--- src/rtl/unlock_bank_sel.sv ---
module unlock_bank_sel #(
  parameter int AW        = 3,
  parameter int DW        = 8,
  parameter int CTRL_PORT = 7
) (
  input  logic          clk,
  input  logic          rst_n,
  input  logic [AW-1:0] addr,
  input  logic [DW-1:0] wdata,
  input  logic          wr_en,
  input  logic          rd_en,
  output logic          enh_mode,
  output logic [1:0]    bank
);

  localparam logic [DW-1:0] KEY0 = DW'(8'h07);
  localparam logic [DW-1:0] KEY1 = DW'(8'h0D);
  localparam logic [DW-1:0] KEY2 = DW'(8'h06);
  localparam logic [DW-1:0] KEY3 = DW'(8'h12);
  localparam logic [DW-1:0] SEL0 = DW'(8'h00);
  localparam logic [DW-1:0] SEL1 = DW'(8'h40);
  localparam logic [DW-1:0] SEL2 = DW'(8'h80);

  logic [1:0]    step;
  logic [DW-1:0] want;
  logic          ctrl_wr, other_wr, hit;

  assign ctrl_wr  = wr_en && (addr == AW'(CTRL_PORT));
  assign other_wr = wr_en && (addr != AW'(CTRL_PORT));

  always_comb begin
    case (step)
      2'd0:    want = KEY0;
      2'd1:    want = KEY1;
      2'd2:    want = KEY2;
      default: want = KEY3;
    endcase
  end

  assign hit = (wdata == want);

  always_ff @(posedge clk) begin
    if (!rst_n) begin
      step     <= 2'd0;
      enh_mode <= 1'b0;
      bank     <= 2'd0;
    end else if (!enh_mode) begin
      if (other_wr)
        step <= 2'd0;
      else if (ctrl_wr) begin
        if (hit && step == 2'd3) begin
          enh_mode <= 1'b1;
          bank     <= 2'd0;
          step     <= 2'd0;
        end else if (hit)
          step <= step + 2'd1;
        else
          step <= (wdata == KEY0) ? 2'd1 : 2'd0;
      end
    end else if (ctrl_wr) begin
      case (wdata)
        SEL0:    bank <= 2'd0;
        SEL1:    bank <= 2'd1;
        SEL2:    bank <= 2'd2;
        default: bank <= bank;
      endcase
    end
  end

  AST_ENTRY_ON_KEY: assert property (@(posedge clk) disable iff (!rst_n)
    $rose(enh_mode) |-> $past(ctrl_wr && wdata == KEY3));
  AST_ENTRY_BANK0: assert property (@(posedge clk) disable iff (!rst_n)
    $rose(enh_mode) |-> bank == 2'd0);
  AST_STD_BANK0: assert property (@(posedge clk) disable iff (!rst_n)
    !enh_mode |-> bank == 2'd0);
  AST_NO_EXIT: assert property (@(posedge clk) disable iff (!rst_n)
    enh_mode |=> enh_mode);
  AST_BANK_LEGAL: assert property (@(posedge clk) disable iff (!rst_n)
    bank != 2'd3);
  AST_BANK_ODD_HOLD: assert property (@(posedge clk) disable iff (!rst_n)
    (enh_mode && ctrl_wr && wdata != SEL0 && wdata != SEL1 && wdata != SEL2)
      |=> $stable(bank));
  AST_OTHER_PORT_HOLD: assert property (@(posedge clk) disable iff (!rst_n)
    (enh_mode && !ctrl_wr) |=> $stable(bank));
  AST_READ_NO_EFFECT: assert property (@(posedge clk) disable iff (!rst_n)
    (rd_en && !wr_en) |=> ($stable(enh_mode) && $stable(bank)));

endmodule

--- config.mk ---
export PLATFORM = sky130hd
export DESIGN_NAME = unlock_bank_sel
export DESIGN_NICKNAME = d
export VERILOG_FILES = /design/src/rtl/unlock_bank_sel.sv
export SDC_FILE = /design/constraint.sdc
export NUM_CORES = 1
export LEC_CHECK = 0
export BUFFER_PORTS_ARGS = -buffer_cell sky130_fd_sc_hd__buf_2
export CELL_PAD_IN_SITES_DETAIL_PLACEMENT = 0
export CELL_PAD_IN_SITES_GLOBAL_PLACEMENT = 1
export CORE_MARGIN = 2
export CORE_UTILIZATION = 25
export DETAILED_ROUTE_END_ITERATION = 7
export PLACE_DENSITY = 0.6
export REMOVE_ABC_BUFFERS = 1
export SLEW_MARGIN = 20
export SYNTH_ARGS = -nofsm -noshare
export SYNTH_HDL_FRONTEND = slang
export SYNTH_SLANG_ARGS = --single-unit
--- constraint.sdc ---
create_clock -name clk -period 2.35 [get_ports clk]
set_clock_uncertainty 0.2 [all_clocks]
set_input_delay 0.235 -clock clk [delete_from_list [all_inputs] [get_ports clk]]
set_output_delay 0.235 -clock clk [all_outputs]
set_load 0.1 [all_outputs]
# Yosys cells after proc, flatten, opt, wreduce, memory -nomap -nowiden
# Cells that the tools add are included.
# word_totals
register_bits	5
in_bits	15
output_inout_bits	3
word_cells	41
# op_classes
addsub	1
eq_ne	11
n_mux	16
n_bitwise	1
n_reduce_logical	9
# op_table
cell	count
$mux W2	9
$pmux W5 S3	1
$eq A8 B3 Y1 const B	1
$eq A8 B7 Y1 const B	1
$eq A8 B8 Y1	1
$eq A8 B8 Y1 const B	1
$logic_not A8 Y1	1
$pmux W2 S3	1
$mux W1	5
$eq A2 B2 Y1 const B	2
$ne A4 B1 Y1 const B	1
$reduce_and A4 Y1	1
$reduce_bool A2 Y1	2
$eq A3 B3 Y1 const B	1
$logic_and A1 B1 Y1	3
$ne A3 B3 Y1 const B	1
$add A2 B1 Y2 const B	1
$eq A2 B1 Y1 const B	1
$logic_not A2 Y1	1
$ne A2 B2 Y1 const B	1
$reduce_and A2 Y1	1
$not A1 Y1	1

# Longest topological paths before layout
# logic_depth
word_depth	8
depth_mapped	6

# Least setup slack after synthesis
# Ideal clock, no wire load.
# synth_timing
kind	register -> register
startpoint	register enh_mode
endpoint	register bank[0]
t_arrival_ps	2045
setup_slack_ps	-24
path_stages_with_launch	5
n_path_buf	0
cell_sequence	dfxtp_1 > or3b_2 > or3_1 > o22ai_1 > a311oi_1
# synth_via
elab_chain_cells	2
elab_cells_between_ends	5
classes_between	eq/ne: 2; mux: 1; reduce/logical: 2
# synth_lines
element	line_no	source
start, declared	12	output logic enh_mode,
start signal, assigned	45	enh_mode <= 1'b0;
start signal, assigned	52	enh_mode <= 1'b1;
$ne A4 B1 Y1 (no line) (tied with other cells)	-	
$reduce_and A4 Y1 (no line)	-	
end signal, assigned	65	default: bank <= bank;
end, declared	13	output logic [1:0] bank
# Parallel ways exist; a longest one is shown, timed or not.
# A chain may end at the register's enable or synchronous reset.

# Worst setup path in the final report
# layout_timing
startpoint	register step[0]
endpoint	register bank[0]
# layout_via
elab_chain_cells	6
elab_cells_between_ends	9
classes_between	eq/ne: 4; mux: 1; reduce/logical: 4
# layout_lines
element	line_no	source
start, declared	24	logic [1:0] step;
start signal, assigned	56	step <= step + 2'd1;
start signal, assigned	58	step <= (wdata == KEY0) ? 2'd1 : 2'd0;
$eq A2 B2 Y1 (tied with other cells)	32	case (step)
$pmux W5 S3	32	
$eq A8 B8 Y1	40	assign hit = (wdata == want);
$logic_and A1 B1 Y1 (*)	51	if (hit && step == 2'd3) begin
$reduce_bool A2 Y1 (no line) (*)	-	
$reduce_and A4 Y1 (no line) (*)	-	
# Mark *: on every way between the ends. The rest lies on a longest branch, timed or not.

==> run_results.csv <==
group,metric,value,unit
status,outcome,"complete, no violations",
sta,period_share,85.7,%
worst_setup_path,cp_max_fo,6,
place,hpwlAfterDp,818,um
cts,cts_root_buf,"clkbuf_4",
worst_hold_path,hp-class,"in2reg",
logic_synthesis,synth.area.top_cells,"dfxtp_1, ha_1, nor4_1",
drt,ant_nets,0,
finish,antenna_cells,0,
place,pre_cts_ws,0.334,ns
die,die-height,44.7,um
cts,cts.path.max_buffers,2,
sta,hold_slack,0.104,ns
cts,cts_tree,"built",
worst_setup_path,crit_arrival,1.94,ns
worst_setup_path,end_kind,"flip-flop",
cts,post-cts-setup-buffer-count,0,
sta,fin_ws,0.336,ns
finish,final_nets,89,
worst_setup_path,critPathSlowestCell,"or3b_2",
drt,wire_per_inst,11.5,um
sta,fmaxAchievable,497,MHz
sta,grt_setup_unrepaired,"false",
die,num_io_pins,18,
worst_setup_path,worstPathRequired,2.28,ns
finish,fillers,160,
logic_synthesis,async_flop_share,0,%
logic_synthesis,ys_top_cells_by_count,"dfxtp_1, ha_1, inv_1, nor4_1",
drt,vias,440,
worst_setup_path,critical_path_class,"reg2reg",
logic_synthesis,syn_area,414,um2
cts,ctsHoldBuffers,0,
drt,routed_wl,964,um
logic_synthesis,netlist_instances,48,
worst_setup_path,path_cells,"ha_1 > or3b_2 > a211oi_2 > and2_1 > a311oi_1",
finish,drive_above_1_share,33.8,%
drt,drtPass1Iterations,3,
sta,worst_slew_pin_slew,0.485,ns
place,gp_congestion,0.752,
logic_synthesis,yosysTopAreaCellShare,24.2,%
pwr,power_density,401,nW/um2
global_routing,grt_util_all_layers,11.5,%
cts,numCtsBuffers,3,
logic_synthesis,seq_area_frac_synth,24.2,%
worst_setup_path,startpoint_type,"flip-flop",
global_routing,grt_first_pass_wirelength,1.57,mm
die,start_util,27.2,%
die,die-area,2000,um2
sta,min_period,2.01,ns
global_routing,grt_max_degree,7,
logic_synthesis,synth.distinct_cells,23,
logic_synthesis,synth_warnings,0,
pwr,p_leak,0.000224,uW
sta,slew_violations,0,
logic_synthesis,synth_edf_count,0,
sta,tns,0,ns
drt,viasPerCell,5.24,
finish,final_util,35.5,%
die,row_count,14,
place,io_buffers,16,
sta,finalSetupViolCount,0,
cts,clk-insertion-delay-late,0.25,ns
pwr,ir_worst_vdd,191,uV
cts,cts_repair_resize_count,0,
global_routing,grt_pass1_vias,398,
drt,drc,0,
logic_synthesis,synth_ff_type,"dfxtp_1",
cts,ctsHtreeMaxLevel,1,
die,die_w,44.7,um
cts,cts_sinks,5,
logic_synthesis,yosysTopAreaCell,"dfxtp_1",
logic_synthesis,ys_ff_latch,5,
job,drv_cap,0,
cts,path_clk_slew,0.05,ns
die,core_area,1520,um2
global_routing,antenna_found_initial,0,
place,place_inst,80,
finish,areaGrowthSynthToFinish,30.5,%
finish,final_cells,84,
drt,drt-initial-drc-count,9,
logic_synthesis,syn_area_per_cell,8.63,um2
worst_setup_path,max_stage_delay,0.45,ns
global_routing,overflow,0,
sta,hold_viol,0,
sta,relSlewSlack,67.9,%
[report_power, final]
group | internal [uW] | switching [uW]
clock network | 64.4 | 39.2
logic | 13.1 | 14.7
registers | 85.1 | 0.0134
[cells in the final DEF (no fill, tap or decap), drive strengths merged, types with 2 or more instances in the layout]
| cell type | netlist | layout |
|---|---|---|
| nand4 | 3 | 3 |
| nor4 | 4 | 4 |
| nand2 | 2 | 2 |
| buf | 0 | 16 |
| or3b | 2 | 2 |
| or3 | 2 | 2 |
| a311oi | 2 | 2 |
| inv | 4 | 4 |
| and2 | 2 | 2 |
| dfxtp | 5 | 5 |
| nor2 | 2 | 2 |
| clkbuf | 0 | 4 |
| ha | 5 | 5 |
| o22ai | 3 | 3 |
| a41oi | 2 | 2 |
[worst max-delay path, delay by kind of cell (launching register included)]
family | cells | cell delay (ns)
and+or+nand+nor | 2 | 0.66
DFF | 1 | 0.36
adders and majority gates | 1 | 0.24
AOI/OAI and AO/OA | 2 | 0.43
[cells by family (layout without fill, tap and decap cells)]
logic type | Yosys count | after routing | synth area share (%)
buf+inv | 4 | 24 | 3.62
flops | 5 | 5 | 24.2
fa+ha+maj | 5 | 5 | 15.1
simple gates | 23 | 23 | 35.3
xor+xnor | 1 | 1 | 2.12
compound gates | 10 | 10 | 19.6
[layer usage]
metal	share of wire, %	wire (um)	track usage (%)	up-vias
met2	43	411	16.2	10
met1	48	463	13.8	195
met4	2.5	24	9.09	0
met5	0	0	0	-
li1	-	-	-	233
met3	6.6	64	4.40	2
[stage by stage]
stage	area, um2	power, uW
6_report	541	217
4_1_cts	541	221
2_1_floorplan	414	97.0
3_5_place_dp	514	115
3_3_place_gp	514	115
5_1_grt	541	228
[worst paths after layout]
kind | to | slack, ns | start | cells past startpoint
hold / removal | enh_mode | 0.10 | rst_n | 3
setup reg to reg | bank[0] | 0.34 | step[0] | 5
hold reg to reg | step[1] | 0.30 | step[1] | 2
setup / recovery | bank[0] | 0.34 | step[0] | 5
[registers in the layout (all words and copies together), names as in the netlist]
register	flops
step	2
bank	2
enh_mode	1
[cell type report]
type / instances / area [um2] / share of cell area (%)
Clock buffer: 4 / 26.3 / 4.86
Tap cell: 16 / 20.0 / 3.70
Sequential cell: 5 / 100 / 18.5
Multi-Input combinational cell: 39 / 299 / 55.3
Timing Repair Buffer: 16 / 80.1 / 14.8
Inverter: 4 / 15.0 / 2.78
No activity file was read; power rests on OpenSTA's default activity.
